<file path="config.mk">
export PLATFORM = sky130hd
export DESIGN_NAME = burst_addr_seq
export DESIGN_NICKNAME = d
export VERILOG_FILES = /design/src/rtl/bseq_pkg.sv /design/src/rtl/bseq_mode_dec.sv /design/src/rtl/bseq_order_gen.sv /design/src/rtl/bseq_ctrl.sv /design/src/rtl/burst_addr_seq.sv
export SDC_FILE = /design/constraint.sdc
export NUM_CORES = 1
export LEC_CHECK = 0
export ABC_AREA = 1
export CORE_ASPECT_RATIO = 1.4
export CORE_MARGIN = 3
export CORE_UTILIZATION = 40
export DETAILED_ROUTE_END_ITERATION = 12
export PLACE_DENSITY_LB_ADDON = 0.3
export SLEW_MARGIN = 0
export SYNTH_ARGS = -nofsm -noshare
export SYNTH_HDL_FRONTEND = slang
export SYNTH_SLANG_ARGS = --single-unit
</file>
<file path="constraint.sdc">
create_clock -name clk -period 1.88 [get_ports clk]
set_clock_uncertainty 0.1 [all_clocks]
set_input_delay 0.188 -clock clk [delete_from_list [all_inputs] [get_ports clk]]
set_output_delay 0.188 -clock clk [all_outputs]
set_load 0.1 [all_outputs]
</file>
<file path="src/rtl/bseq_pkg.sv">
package bseq_pkg;

    // Width of the in-block column offset (bursts up to 8 beats).
    localparam int BLK_W = 3;

    typedef enum logic {
        ORD_LINEAR = 1'b0,
        ORD_XOR    = 1'b1
    } order_e;

    typedef enum logic {
        ST_IDLE  = 1'b0,
        ST_BURST = 1'b1
    } seq_state_e;

    // len_log: 1 -> 2 beats, 2 -> 4 beats, 3 -> 8 beats
    typedef struct packed {
        logic [1:0] len_log;
        order_e     order;
    } burst_cfg_t;

endpackage

</file>
<file path="src/rtl/bseq_mode_dec.sv">
module bseq_mode_dec
    import bseq_pkg::*;
#(
    parameter int MODE_W = 13
) (
    input  logic              clk,
    input  logic              rst_n,
    input  logic              wr,
    input  logic [MODE_W-1:0] data,
    output burst_cfg_t        cfg,
    output logic [2:0]        latency,
    output logic              err
);

    localparam logic [2:0] LAT_CODE_3 = 3'b011;

    logic [1:0] dec_len_log;
    logic       len_ok;
    logic       lat_ok;

    always_comb begin
        len_ok      = 1'b1;
        dec_len_log = 2'd1;
        unique case (data[2:0])
            3'b001:  dec_len_log = 2'd1;
            3'b010:  dec_len_log = 2'd2;
            3'b011:  dec_len_log = 2'd3;
            default: len_ok = 1'b0;
        endcase
        lat_ok = (data[6:4] == LAT_CODE_3);
    end

    always_ff @(posedge clk or negedge rst_n) begin
        if (!rst_n) begin
            cfg.len_log <= 2'd1;
            cfg.order   <= ORD_LINEAR;
            latency     <= 3'd3;
            err         <= 1'b0;
        end else if (wr) begin
            if (len_ok && lat_ok) begin
                cfg.len_log <= dec_len_log;
                cfg.order   <= order_e'(data[3]);
                latency     <= 3'd3;
                err         <= 1'b0;
            end else begin
                err         <= 1'b1;
            end
        end
    end

    AST_RSVD_KEEPS_CFG: assert property (@(posedge clk) disable iff (!rst_n)
        (wr && !(len_ok && lat_ok)) |=> (err && $stable(cfg) && $stable(latency)));

    AST_LEN_LEGAL: assert property (@(posedge clk) disable iff (!rst_n)
        (cfg.len_log != 2'd0));

endmodule

</file>
<file path="src/rtl/bseq_order_gen.sv">
module bseq_order_gen
    import bseq_pkg::*;
#(
    parameter int COL_W = 9
) (
    input  logic [COL_W-1:0] base,
    input  burst_cfg_t       cfg,
    input  logic [1:0]       pair,
    output logic [COL_W-1:0] col_even,
    output logic [COL_W-1:0] col_odd
);

    localparam int NLANE = 2;

    logic [BLK_W-1:0] mask;

    always_comb begin
        unique case (cfg.len_log)
            2'd2:    mask = 3'b011;
            2'd3:    mask = 3'b111;
            default: mask = 3'b001;
        endcase
    end

    logic [COL_W-1:0] lane_col [NLANE];

    for (genvar g = 0; g < NLANE; g++) begin : g_lane
        localparam logic LANE_BIT = 1'(g);
        logic [BLK_W-1:0] beat;
        logic [BLK_W-1:0] start_low;
        logic [BLK_W-1:0] sum;
        logic [BLK_W-1:0] low;

        always_comb begin
            beat      = {pair, LANE_BIT};
            start_low = base[BLK_W-1:0];
            sum       = start_low + beat;
            if (cfg.order == ORD_XOR) begin
                low = start_low ^ beat;
            end else begin
                low = (start_low & ~mask) | (sum & mask);
            end
            lane_col[g] = {base[COL_W-1:BLK_W], low};
        end
    end

    assign col_even = lane_col[0];
    assign col_odd  = lane_col[1];

endmodule

</file>
<file path="src/rtl/bseq_ctrl.sv">
module bseq_ctrl
    import bseq_pkg::*;
#(
    parameter int COL_W = 9
) (
    input  logic             clk,
    input  logic             rst_n,
    input  logic             start,
    input  logic [COL_W-1:0] start_col,
    input  logic             stop,
    input  burst_cfg_t       cfg_in,
    output logic [COL_W-1:0] base,
    output burst_cfg_t       run_cfg,
    output logic [1:0]       pair,
    output logic             valid,
    output logic             done
);

    seq_state_e state, state_nx;
    logic       stop_pend;
    logic [1:0] last_pair;
    logic       final_pair;
    logic       accept;

    always_comb begin
        unique case (run_cfg.len_log)
            2'd2:    last_pair = 2'd1;
            2'd3:    last_pair = 2'd3;
            default: last_pair = 2'd0;
        endcase
        final_pair = (state == ST_BURST) && ((pair == last_pair) || stop_pend);
        accept     = start && ((state == ST_IDLE) || final_pair);
    end

    // next-state logic
    always_comb begin
        state_nx = state;
        unique case (state)
            ST_IDLE:  if (start) state_nx = ST_BURST;            // launch
            ST_BURST: if (final_pair && !start) state_nx = ST_IDLE; // finish
            default:  state_nx = ST_IDLE;
        endcase
    end

    // state register
    always_ff @(posedge clk or negedge rst_n) begin
        if (!rst_n) state <= ST_IDLE;
        else        state <= state_nx;
    end

    // burst datapath registers
    always_ff @(posedge clk or negedge rst_n) begin
        if (!rst_n) begin
            base      <= '0;
            run_cfg   <= '{len_log: 2'd1, order: ORD_LINEAR};
            pair      <= 2'd0;
            stop_pend <= 1'b0;
        end else if (accept) begin               // launch or restart
            base      <= start_col;
            run_cfg   <= cfg_in;
            pair      <= 2'd0;
            stop_pend <= 1'b0;
        end else if (state == ST_BURST && !final_pair) begin // advance
            pair      <= pair + 2'd1;
            stop_pend <= stop;
        end
    end

    // outputs
    always_comb begin
        valid = (state == ST_BURST);
        done  = final_pair;
    end

    AST_PAIR_BOUND: assert property (@(posedge clk) disable iff (!rst_n)
        valid |-> (pair <= last_pair));

    AST_BURST_ENDS: assert property (@(posedge clk) disable iff (!rst_n)
        (done && !start) |=> !valid);

    AST_STOP_ENDS: assert property (@(posedge clk) disable iff (!rst_n)
        (valid && !done && stop) |=> done);

    AST_START_IGNORED: assert property (@(posedge clk) disable iff (!rst_n)
        (valid && !done && start) |=> (valid && $stable(base) && $stable(run_cfg)));

    AST_RESTART_GAPLESS: assert property (@(posedge clk) disable iff (!rst_n)
        (done && start) |=> (valid && pair == 2'd0));

endmodule

</file>
<file path="src/rtl/burst_addr_seq.sv">
module burst_addr_seq
    import bseq_pkg::*;
#(
    parameter int COL_W  = 9,
    parameter int MODE_W = 13
) (
    input  logic              clk,
    input  logic              rst_n,
    input  logic              mode_wr,
    input  logic [MODE_W-1:0] mode_data,
    input  logic              start,
    input  logic [COL_W-1:0]  start_col,
    input  logic              stop,
    output logic [COL_W-1:0]  col_even,
    output logic [COL_W-1:0]  col_odd,
    output logic              col_valid,
    output logic              done,
    output logic [3:0]        cfg_burst_len,
    output logic              cfg_interleave,
    output logic [2:0]        cfg_latency,
    output logic              mode_err
);

    burst_cfg_t       prog_cfg;
    burst_cfg_t       run_cfg;
    logic [COL_W-1:0] base;
    logic [1:0]       pair;

    bseq_mode_dec #(.MODE_W(MODE_W)) i_mode_dec (
        .clk     (clk),
        .rst_n   (rst_n),
        .wr      (mode_wr),
        .data    (mode_data),
        .cfg     (prog_cfg),
        .latency (cfg_latency),
        .err     (mode_err)
    );

    bseq_ctrl #(.COL_W(COL_W)) i_ctrl (
        .clk       (clk),
        .rst_n     (rst_n),
        .start     (start),
        .start_col (start_col),
        .stop      (stop),
        .cfg_in    (prog_cfg),
        .base      (base),
        .run_cfg   (run_cfg),
        .pair      (pair),
        .valid     (col_valid),
        .done      (done)
    );

    bseq_order_gen #(.COL_W(COL_W)) i_order_gen (
        .base     (base),
        .cfg      (run_cfg),
        .pair     (pair),
        .col_even (col_even),
        .col_odd  (col_odd)
    );

    assign cfg_burst_len  = 4'(1) << prog_cfg.len_log;
    assign cfg_interleave = (prog_cfg.order == ORD_XOR);

    AST_UPPER_FIXED: assert property (@(posedge clk) disable iff (!rst_n)
        col_valid |-> (col_even[COL_W-1:BLK_W] == col_odd[COL_W-1:BLK_W]));

    AST_XOR_LANES: assert property (@(posedge clk) disable iff (!rst_n)
        (col_valid && run_cfg.order == ORD_XOR) |-> ((col_even ^ col_odd) == COL_W'(1)));

endmodule

</file>
## Yosys cells after proc, flatten, opt, wreduce, memory -nomap -nowiden

Index checks and enable logic that the tools add are counted.

- Bits in registers: 20
- Bits of input ports: 27
- Word-level logic and storage cells: 55
- Output and inout bits: 29

- Reductions and logical operators: 12
- Add/subtract/negate cells: 3
- Shifts and indexed selects: 1
- Equality and inequality tests: 7
- Muxes and demuxes: 14
- Bitwise operators: 9

Operator list:

| cell | number |
|---|---|
| bitwise AND 3 bit | 3 |
| == test 3 x 2 -> 1 bit, second input constant | 3 |
| one-hot mux 2 bit (2 select lines) | 2 |
| adder 3 bit | 2 |
| two-way mux 1 bit | 6 |
| two-way mux 3 bit | 2 |
| bitwise OR 3 bit | 2 |
| one-hot mux 3 bit (2 select lines) | 1 |
| bitwise XOR 3 bit | 2 |
| logical AND 1 bit | 5 |
| == test 2 bit, second input constant | 2 |
| two-way mux 2 bit | 2 |
| left shift 1 x 2 -> 4 bit, first input constant | 1 |
| == test 3 x 1 -> 1 bit, second input constant | 1 |
| inverter 3 bit | 1 |
| OR reduction 3 bit | 1 |
| adder 2 x 1 -> 2 bit, second input constant | 1 |
| == test 2 bit | 1 |
| zero test 1 bit | 2 |
| logical OR 1 bit | 2 |
| one-hot mux 1 bit (2 select lines) | 1 |
| AND reduction 2 bit | 1 |
| nonzero test 2 bit | 1 |
| inverter 1 bit | 1 |

## Depth between registers and ports, before layout

Gate-level depths: netlist of run 1.

- Depth after elaboration: 9
- Depth in mapped cells: 9
- Mapped depth without buffers: 9

## Cells and area by module

From an unflattened synthesis of run 1, not the netlist that was laid out.

- Cells, all modules: 165
- Area total of the unflattened synthesis: 1248.7 sq um

By module, submodules not included:

| module | area an instance (sq um) | sequential area each (sq um) | cells each | instances |
|---|---|---|---|---|
| bseq_ctrl | 711.9 | 401.6 | 82 | 1 |
| bseq_order_gen | 266.5 | 0.0 | 46 | 1 |
| bseq_mode_dec | 244.0 | 101.3 | 30 | 1 |
| burst_addr_seq | 26.3 | 0.0 | 7 | 1 |

## Least setup slack after synthesis of run 1

No wires, ideal clock.

- Kind: register -> output
- From: reg i_ctrl.state, in the netlist i_ctrl.valid
- To: out done
- Data arrival time: 3252 ps
- Stages on the path, launching flop included: 2
- Buffers on the path: 0
- Path slack: -1660 ps
- Data required time: 1592 ps
- Path through: dfrtp_1 -> a21boi_0

- Cells in the longest elaborated chain, start to end: 1

RTL lines:

| item | RTL line | RTL |
|---|---|---|
| from (decl) | bseq_ctrl.sv:19 | `seq_state_e state, state_nx;` |
| from (signal assigned) | bseq_ctrl.sv:48 | `else state <= state_nx;` |
| logical AND 1 bit | bseq_ctrl.sv:31 | `final_pair = (state == ST_BURST) && ((pair == last_pair) \|\| stop_pend);` |
| to (decl) | burst_addr_seq.sv:17 | `output logic done,` |

Every way passes these cells.

## Final worst setup path of run 1

- From: reg i_ctrl.base[0]
- To: out col_odd[2]

- Cells in the longest elaborated chain, start to end: 4

RTL lines:

| item | RTL line | RTL |
|---|---|---|
| from (decl) | bseq_ctrl.sv:12 | `output logic [COL_W-1:0] base,` |
| from (signal assigned) | bseq_ctrl.sv:59 | `base <= start_col;` |
| adder 3 bit | bseq_order_gen.sv:37 | `sum = start_low + beat;` |
| bitwise AND 3 bit | bseq_order_gen.sv:41 | `low = (start_low & ~mask) \| (sum & mask);` |
| bitwise OR 3 bit | bseq_order_gen.sv:41 |  |
| two-way mux 3 bit | bseq_order_gen.sv:38 | `if (cfg.order == ORD_XOR) begin` |
| to (decl) | burst_addr_seq.sv:15 | `output logic [COL_W-1:0] col_odd,` |

Every way passes these cells.

==> metrics.csv, run 1 <==
stage;metric;value;unit
worst_setup_path;CP Capture Point;col_odd[2];
synth;Seq cells post-synth;20;
placement;routability cong.;0.703;
cts;TritonCTS buffer count;3;
detailed_routing;number of DRC markers in iteration 0;30;
floorplanning;core area;2730;sq um
grt;first-pass GRT wire length;4370;um
worst_setup_path;Slowest cell on crit path;dfrtp_1;
worst_setup_path;worst-path cell chain;fa_2, nand2_1, nand2_1, o21ai_2, nand2_1, nand2_2, buf_12;
floorplanning;Die W;51.9;um
final_layout;fill count;238;
cts;clk sink count;20;
final_layout;non-filler cells, final;229;
floorplanning;Initial Util;43.3;%
floorplanning;die footprint;3650;sq um
detailed_routing;ANT nets after route;0;
placement;hpwl dp;2100;um
grt;number of global-route vias before repair;1042;
worst_setup_path;Crit Path Class;register to primary output;
worst_setup_path;slowest stage delay, CP;0.42;ns
final_layout;leading cell type in the layout, fill and taps excluded;nand2_1;
sta;Final Setup Violations;2;
worst_setup_path;Critical Path Most Common Cell;nand2_1;
worst_setup_path;critical path launch point;i_ctrl.base[0];
synth;Synth Cell Area;1180;sq um
detailed_routing;vias per cell;4.70;
floorplanning;Site Rows;22;
synth;Cells after Synth;155;
worst_setup_path;Setup crit start kind;register;
sta;fin crit share;104;%
worst_setup_path;Critical Path Fanout Max;2;
sta;Final WS setup;-0.0764;ns
grt;antenna violations before repair;0;
sta;RSZ-0062 raised after global routing;yes;
placement;placed insts;223;
worst_setup_path;Worst Path Required;1.59;ns
status;failing checks;setup timing;
flow_run;max-cap violations;0;
cts;CTS Buffer Depth;2;
final_layout;most frequent cells in the layout;48 x nand2_1, 20 x clkdlybuf4s50_1, 18 x dfrtp_1, 18 x buf_4, 16 x inv_1;
synth;Unique masters post-synth;23;
sta;final worst path period need;1.96;ns
worst_setup_path;Setup crit end kind;primary output;
grt;largest net degree at the start of global routing;21;
status;status;finished, violations left;
detailed_routing;number of remaining DRC errors;0;
cts;Clock Latency Late Sink;0.30;ns
worst_setup_path;FF-to-FF setup slack;0.19;ns
final_layout;Final Util;65.2;%
floorplanning;Die Y;70.3;um
worst_setup_path;Arr. time, crit path;1.67;ns
synth;synthesized area per cell;7.62;sq um
worst_setup_path;worst reg2reg startpoint;i_ctrl.run_cfg[1];
final_layout;Final Net Count;223;
grt;Total Routing Usage GR;15.3;%
grt;grt ovf;0;
worst_setup_path;FF-to-FF path depth;8;
sta;worst hold slack;0.104;ns
placement;I/O Buffers;46;
hold_path;hold crit path type;input pin to async pin;
detailed_routing;Vias;1077;
detailed_routing;drt pass-1 iters;4;
sta;Final Hold Viols;0;
sta;max-slew violation count;0;
floorplanning;num ports;56;
synth;sequential element share of the synthesized area;42.6;%
cts;CTS tree;yes;
synth;Yosys warnings;0;
worst_setup_path;Reg2Reg Capture Point;i_ctrl.run_cfg[2];
detailed_routing;drt total wl;2630;um
final_layout;antenna cells;0;
cts;Hold Buf Count CTS;0;
sta;FMAX;511;MHz
cts;H-tree Lvls;1;
cts;clk slew on worst S/H paths;0.11;ns
final_layout;area grow syn2layout;50.4;%
detailed_routing;Routed WL per cell;11.5;um
cts;Clock Tree Root;clkbuf_4;
final_layout;layout cell share with drive strength beyond 1;29.5;%
-- state kept, by name (all words and copies together) (netlist names) --
signal and count:
i_ctrl.pair 2, i_mode_dec.err 1, i_mode_dec.cfg 3, i_ctrl.base 9
i_ctrl.valid 1, i_ctrl.stop_pend 1, i_ctrl.run_cfg 3
-- critical path, delay by kind of cell, from the launching register on --
kind | cells | cell delay [ns]
compound gates | 1 | 0.10
fa+ha+maj | 1 | 0.41
buf+inv | 1 | 0.17
flops | 1 | 0.42
simple gates | 4 | 0.28
-- routing by layer --
metal | part of all wire (%) | track usage, % | up-vias
met1 | 36 | 16.9 | 495
li1 | - | - | 543
met3 | 5.4 | 1.28 | 4
met2 | 58 | 29.0 | 35
met4 | 1.1 | 5.25 | 0
met5 | 0 | 0 | -
-- synthesized netlist by cell type --
library cell	n	area (sq um)
conb_1	2	7.51
nand3_4	1	17.5
a21boi_0	1	7.51
nand3_2	1	10.0
inv_1	18	67.6
fa_1	1	20.0
nand2_1	51	191
nand4_1	1	6.26
o21ai_0	8	40.0
buf_6	1	11.3
buf_2	1	5.00
ha_1	1	12.5
inv_2	1	3.75
o22ai_1	1	6.26
buf_4	17	128
nand3_1	16	80.1
nand2_2	1	6.26
nor3_1	1	5.00
o211ai_1	1	7.51
nand2_4	1	11.3
nor2_1	9	33.8
dfrtp_1	18	450
dfstp_2	2	52.6
-- layout make-up --
class,instances,area [sq um],share of cell area (%)
multi-input combinational,98,533,30.0
tap,36,45.0,2.54
inverter,19,71.3,4.01
timing repair buffer,52,598,33.7
clock buffer,4,26.3,1.48
sequential,20,503,28.3
-- how the worst min path moves through the flow --
| stage | end | slack, ns | depth (start not counted) |
|---|---|---|---|
| 2_1_floorplan | i_ctrl.base[0] | -0.21 | 0 |
| 4_1_cts | i_ctrl.base[3] | 0.11 | 2 |
| 6_report | i_ctrl.base[3] | 0.10 | 2 |
| 3_3_place_gp | i_ctrl.base[5] | 0.38 | 2 |
| 5_1_grt | i_ctrl.base[3] | 0.10 | 2 |
| 3_5_place_dp | i_ctrl.base[8] | 0.40 | 2 |
-- metrics by stage --
| stage | worst slack (ns) | instance area, sq um | TNS [ns] |
|---|---|---|---|
| 2_1_floorplan | -0.109 | 1210 | -0.109 |
| 3_3_place_gp | 0.182 | 1690 | 0 |
| 3_5_place_dp | 0.144 | 1690 | 0 |
| 4_1_cts | -0.0889 | 1730 | -0.174 |
| 5_1_grt | -0.191 | 1780 | -0.385 |
| 6_report | -0.0764 | 1780 | -0.114 |
-- cell families after synthesis --
kind of cell             after synthesis  share of synthesized area (%)
other                                  2                          0.636
buffers and inverters                 38                           18.2
adder cells (fa/ha/maj)                2                           2.75
AO/OA/AOI/OAI                         11                           5.19
AND/OR/NAND/NOR                       82                           30.6
flip-flops                            20                           42.6
-- repair_timing --
item | 4_1_cts | 5_1_grt
cloned | 0 | 0
setup buffers | 1 | 1
gates resized for setup | 5 | 10
endpoints found under the setup margin | 3 | 5
pin swaps | 4 | 6
Power of run 1 is left out: the tool's default activity adds up to more than one toggle a clock period on the data nets, which glitch-free logic cannot reach.
==> inputs of run 2 (changes only) <==
--- a/config.mk
+++ b/config.mk
@@ -5,7 +5,7 @@
 export SDC_FILE = /design/constraint.sdc
 export NUM_CORES = 1
 export LEC_CHECK = 0
-export ABC_AREA = 1
+export CAP_MARGIN = 25
 export CORE_ASPECT_RATIO = 1.4
 export CORE_MARGIN = 3
 export CORE_UTILIZATION = 40
==> run 2 against run 1 <==
Against the previous run: critical path type unchanged; highest routed layer unchanged; wire length fell by 5.6%; area after synthesis rose by 1.2%; first-iteration DRC count decreased by 47%; via count fell by 15%; the run still ends with setup timing left.
==> metrics.csv, run 2 <==
stage;metric;value;unit;change
grt;global routing met1 resource utilization;14.4;%;-2.5 points
status;status;finished, violations left;;
worst_setup_path;Slowest cell on crit path;dfrtp_1;;
final_layout;max FFs per register;9;;unchanged
final_layout;area grow syn2layout;57.1;%;
final_layout;most frequent cells in the layout;25 x buf_4, 20 x clkdlybuf4s50_1, 14 x dfrtp_1;;
placement;I/O Buffers;46;;unchanged
grt;gr busiest metal;met2;;
floorplanning;Initial Util;43.8;%;+0.51 points
detailed_routing;ANT nets after route;0;;unchanged
synth;Unique masters post-synth;31;;+35%
final_layout;layout cell share with drive strength beyond 1;52.0;%;+22 points
detailed_routing;Routed WL per cell;13.4;um;+16%
worst_setup_path;worst-path cell chain;fa_2, mux2i_1, o21ai_2, xor2_4, buf_12;;
grt;grt ovf;0;;unchanged
worst_setup_path;Crit Path Class;register to primary output;;
final_layout;area of the multi-input gates;609;sq um;+14%
sta;worst hold slack;0.107;ns;+0.00281 ns
synth;Seq cells post-synth;20;;unchanged
final_layout;antenna cells;0;;unchanged
sta;final worst path period need;2.18;ns;+0.219 ns
cts;CTS Buffer Depth;2;;unchanged
cts;Clock Tree Root;clkbuf_4;;
synth;area share of the largest cell type after synthesis;37.7;%;-0.44 points
sta;fin crit share;116;%;+12 points
synth;top-count cell post-synth;dfrtp_1;;
final_layout;FF/Latch Area;508;sq um;+1.0%
detailed_routing;vias per cell;4.90;;+4.1%
detailed_routing;drt total wl;2490;um;-5.6%
floorplanning;num ports;56;;unchanged
synth;Post-synth EDFFs;0;;unchanged
worst_setup_path;Worst Path Required;1.59;ns;about the same
floorplanning;Site Rows;22;;unchanged
detailed_routing;Vias;911;;-15%
worst_setup_path;Setup crit end kind;primary output;;
sta;Final Hold Viols;0;;unchanged
final_layout;Final Util;68.9;%;+3.7 points
synth;synthesized area per cell;11.3;sq um;+48%
synth;sequential element share of the synthesized area;42.1;%;-0.49 points
cts;CTS tree;yes;;
hold_path;hold crit path type;input pin to async pin;;
sta;RSZ-0062 raised after global routing;yes;;
floorplanning;Die W;52.2;um;+0.51%
cts;clk sink count;20;;unchanged
final_layout;biggest regs;i_ctrl.base (9), i_ctrl.run_cfg (3), i_mode_dec.cfg (3);;
floorplanning;Die Y;70.7;um;+0.53%
cts;TritonCTS buffer count;3;;unchanged
cts;clk slew on worst S/H paths;0.11;ns;about the same
worst_setup_path;Setup crit start kind;register;;
grt;Total Routing Usage GR;14.0;%;-1.2 points
cts;Clock Latency Late Sink;0.30;ns;about the same
grt;number of global-route vias before repair;872;;-16%
final_layout;Final Net Count;180;;-19%
synth;Cells after Synth;106;;-32%
detailed_routing;number of remaining DRC errors;0;;unchanged
synth;Synth Cell Area;1190;sq um;+1.2%
worst_setup_path;Arr. time, crit path;1.89;ns;+0.22 ns
sta;FMAX;460;MHz;-10%
sta;Final Setup Violations;5;;+3
synth;Yosys warnings;0;;unchanged
status;failing checks;setup timing;;
sta;max-slew violation count;0;;unchanged
grt;M3 GR Usage;3.79;%;+2.5 points
placement;hpwl dp;1860;um;-12%
grt;first-pass GRT wire length;3880;um;-11%
sta;Final WS setup;-0.296;ns;-0.219 ns
synth;list of most frequent post-synthesis cells;18 x dfrtp_1, 17 x buf_4, 10 x mux2_4;;
grt;largest net degree at the start of global routing;21;;unchanged
final_layout;Largest Register;i_ctrl.base;;
detailed_routing;number of DRC markers in iteration 0;16;;-47%
placement;routability cong.;0.820;;+17%
worst_setup_path;slowest stage delay, CP;0.42;ns;about the same
floorplanning;core area;2730;sq um;unchanged
final_layout;fill count;201;;-16%
synth;Synth area leaders;dfrtp_1 38%, mux2_4 13%, buf_4 11%, mux2_2 4.7%, dfstp_2 4.4%;;
synth;area leader, netlist;dfrtp_1;;
detailed_routing;drt pass-1 iters;4;;unchanged
floorplanning;die footprint;3690;sq um;+1.0%
grt;antenna violations before repair;0;;unchanged
worst_setup_path;Critical Path Fanout Max;2;;unchanged
final_layout;leading cell type in the layout, fill and taps excluded;buf_4;;
synth;Top FF cell, synth;dfrtp_1;;
cts;H-tree Lvls;1;;unchanged
synth;post-synthesis async set-or-reset flop share;100;%;unchanged
grt;GR met2 Demand/Resource;25.7;%;-3.2 points
flow_run;max-cap violations;0;;unchanged
## run 2: cell count changes in the layout (fill, tap and decap cells not counted), sizes merged, moves of 3 or more
cell   before  now
inv        19    6
a21oi       0    3
o32ai       0    3
mux2i       0    4
nand3      18    0
mux2        0   15
buf        32   38
nand2      53    4
o21ai       8    5
## run 2: stage by stage
step | area, sq um | std cells | setup TNS [ns] | setup slack (ns)
3_3_place_gp | 1740 | 176 | 0 | 0.0681
3_5_place_dp | 1740 | 176 | 0 | 0.0180
2_1_floorplan | 1260 | 107 | -0.416 | -0.261
4_1_cts | 1830 | 184 | -0.865 | -0.351
6_report | 1880 | 186 | -0.849 | -0.296
5_1_grt | 1880 | 186 | -1.20 | -0.383
## run 2: final timing paths
| check | start | endpoint | slack [ns] | cells after the start |
|---|---|---|---|---|
| max | i_ctrl.base[0] | col_odd[2] | -0.30 | 5 |
| min | rst_n | i_ctrl.base[2] | 0.11 | 2 |
| max reg2reg | i_ctrl.pair[0] | i_ctrl.base[5] | 0.19 | 6 |
| min reg2reg | i_mode_dec.err | i_mode_dec.err | 0.42 | 2 |
| max in group asynchronous | rst_n | i_ctrl.run_cfg[1] | 1.31 | 2 |
| min in group clk | mode_data[0] | i_mode_dec.cfg[1] | 0.32 | 3 |
## run 2: layer usage
metal  share of wire (%)  vias to the layer above  wire length [um]
li1                    -                      427                 -
met1                  34                      438               852
met2                  57                       38              1410
met3                 6.6                        8               163
met4                 2.5                        0                61
met5                   0                        -                 0
## run 2: what timing repair did
action | CTS | global route
hold buffers | 0 | 0
buffers inserted | 4 | 2
pin swaps | 3 | 2
gates resized for setup | 4 | 4
setup endpoints to repair | 5 | 5
## run 2: area by class of cell
class,count,share of cell area (%)
clock inverters,1,1.60
multi-input cells,62,32.5
inverters,6,1.20
repair buffers,58,34.1
flip-flops and latches,20,27.1
well taps,36,2.40
clock buffers,3,1.20
## run 2: cells by family after synthesis
| logic type | share of synthesized area [%] |
|---|---|
| multiplexers | 20.6 |
| AND/OR/NAND/NOR | 8.48 |
| adder cells (fa/ha/maj) | 2.72 |
| other | 0.629 |
| flip-flops | 42.1 |
| AO/OA/AOI/OAI | 8.06 |
| XOR/XNOR | 2.20 |
| buffers and inverters | 15.2 |
## run 2: critical path, delay by kind of cell, from the launching register on
kind	cells	cell delay, ns
buffers and inverters	1	0.19
adders and majority gates	1	0.41
AOI/OAI and AO/OA	1	0.22
muxes	1	0.14
xor gates and xnor gates	1	0.19
DFF	1	0.42
Power of run 2 is left out for the same reason.
==> inputs of run 3 (changes only) <==
--- a/config.mk
+++ b/config.mk
@@ -10,6 +10,7 @@
 export CORE_MARGIN = 3
 export CORE_UTILIZATION = 40
 export DETAILED_ROUTE_END_ITERATION = 12
+export GPL_TIMING_DRIVEN = 0
 export PLACE_DENSITY_LB_ADDON = 0.3
 export SLEW_MARGIN = 0
 export SYNTH_ARGS = -nofsm -noshare
==> run 3 against run 2 <==
Against the previous run: the flow still finishes with violations (setup timing); final cell count rose by 9.7%; global-route usage up 2.8 points; via count up 5.3%; die area did not move; largest cell class unchanged.
==> metrics.csv, run 3 (synthesized netlist as in run 2, its figures left out) <==
stage;metric;value;unit;change
status;status;finished, violations left;;
status;failing checks;setup timing;;
grt;number of global-route vias before repair;1000;;+15%
final_layout;leading cell type in the layout, fill and taps excluded;buf_4;;
final_layout;layout cell share with drive strength beyond 1;55.4;%;+3.4 points
placement;I/O Buffers;46;;unchanged
cts;Clock Tree Root;clkbuf_4;;
detailed_routing;drt total wl;2690;um;+8.2%
floorplanning;die footprint;3690;sq um;unchanged
final_layout;area grow syn2layout;65.5;%;
grt;first-pass GRT wire length;4620;um;+19%
detailed_routing;vias per cell;4.70;;-4.0%
cts;H-tree Lvls;1;;unchanged
worst_setup_path;Critical Path Fanout Max;2;;unchanged
final_layout;antenna cells;0;;unchanged
placement;routability cong.;0.787;;-4.0%
cts;Hold Buf Count CTS;0;;unchanged
worst_setup_path;Crit Path Class;register to primary output;;
detailed_routing;Routed WL per cell;13.2;um;-1.3%
flow_run;max-cap violations;0;;unchanged
worst_setup_path;Setup crit end kind;primary output;;
hold_path;hold crit path type;input pin to async pin;;
grt;grt ovf;0;;unchanged
cts;CTS Buffer Depth;2;;unchanged
final_layout;most frequent cells in the layout;29 x buf_4, 20 x clkdlybuf4s50_1, 15 x dfrtp_1;;
detailed_routing;drt pass-1 iters;2;;-2
sta;RSZ-0062 raised after global routing;yes;;
sta;FMAX;465;MHz;+1.2%
placement;hpwl dp;1980;um;+6.4%
sta;fin crit share;114;%;-1.4 points
floorplanning;Die W;52.2;um;unchanged
grt;antenna violations before repair;0;;unchanged
detailed_routing;number of remaining DRC errors;0;;unchanged
sta;Final WS setup;-0.270;ns;+0.0255 ns
final_layout;non-filler cells, final;204;;+9.7%
placement;Place WS;-0.894;ns;-0.912 ns
worst_setup_path;Worst Path Required;1.59;ns;about the same
detailed_routing;number of DRC markers in iteration 0;10;;-6
placement;placed insts;189;;+7.4%
cts;clk sink count;20;;unchanged
floorplanning;Die Y;70.7;um;unchanged
worst_setup_path;Setup crit start kind;register;;
final_layout;max FFs per register;9;;unchanged
floorplanning;Site Rows;22;;unchanged
detailed_routing;ANT nets after route;0;;unchanged
cts;CTS tree;yes;;
floorplanning;core area;2730;sq um;unchanged
final_layout;Final Net Count;199;;+11%
sta;max-slew violation count;0;;unchanged
cts;clk slew on worst S/H paths;0.11;ns;about the same
final_layout;Largest Register;i_ctrl.base;;
cts;Clock Latency Late Sink;0.30;ns;about the same
floorplanning;num ports;56;;unchanged
floorplanning;Initial Util;43.8;%;unchanged
sta;Final Setup Violations;4;;-1
detailed_routing;Vias;959;;+5.3%
sta;Slew HR;36.3;%;
sta;final worst path period need;2.15;ns;-0.0255 ns
grt;Total Routing Usage GR;16.9;%;+2.8 points
sta;Slew @ Worst Pin;0.960;ns;
sta;Final Hold Viols;0;;unchanged
grt;largest net degree at the start of global routing;21;;unchanged
worst_setup_path;Arr. time, crit path;1.86;ns;-0.03 ns
cts;TritonCTS buffer count;3;;unchanged
final_layout;biggest regs;i_ctrl.base (9), i_ctrl.run_cfg (3), i_mode_dec.cfg (3);;
## run 3: through the flow
step	area (sq um)	setup TNS [ns]	utilization [%]	hold WS, ns
6_report	1980	-0.599	72.6	0.271
2_1_floorplan	1260	-0.416	-	-0.208
5_1_grt	1980	-0.946	72.6	0.307
3_5_place_dp	1770	-4.23	64.8	0.399
3_3_place_gp	1770	-4.06	64.8	0.380
4_1_cts	1920	-0.615	70.4	0.286
## run 3: critical path, cell delays in order (launching register included)
cell	delay [ns]
dfrtp_1	0.42
fa_2	0.40
mux2i_1	0.14
o21ai_2	0.22
xor2_4	0.19
buf_12	0.19
## run 3: layer usage
| layer | GRT usage (%) | up-vias | wire (um) |
|---|---|---|---|
| met5 | 0 | - | 0 |
| met4 | 9.94 | 0 | 59 |
| met3 | 2.53 | 4 | 134 |
| met2 | 30.9 | 26 | 1560 |
| met1 | 17.3 | 466 | 939 |
| li1 | - | 463 | - |
## run 3: area by class of cell
type                            count  area, sq um
Fill cell                         187          747
Sequential cell                    20          507
Timing Repair Buffer               58          594
Clock buffer                        3         22.5
Multi-Input combinational cell     62          628
Buffer                             19          159
Tap cell                           36         45.0
Inverter                            6         22.5
## run 3: what timing repair did
action                     in CTS  in global routing
hold endpoints to repair        0                  0
pin swaps                       5                  4
resized for setup             108                 11
setup endpoints to repair      26                  6
setup buffers                   9                  3
## run 3: final timing paths
| check | start | to | slack [ns] | cells past startpoint |
|---|---|---|---|---|
| setup / recovery | i_ctrl.base[0] | col_odd[2] | -0.27 | 5 |
| hold / removal | rst_n | i_ctrl.base[2] | 0.27 | 1 |
| setup reg to reg | i_ctrl.pair[0] | i_ctrl.base[0] | 0.14 | 6 |
| hold reg to reg | i_mode_dec.err | i_mode_dec.err | 0.41 | 2 |
| max in group asynchronous | rst_n | i_ctrl.pair[0] | 0.81 | 1 |
| min in group clk | mode_data[0] | i_mode_dec.cfg[1] | 0.30 | 3 |
Power of run 3 is left out for the same reason.
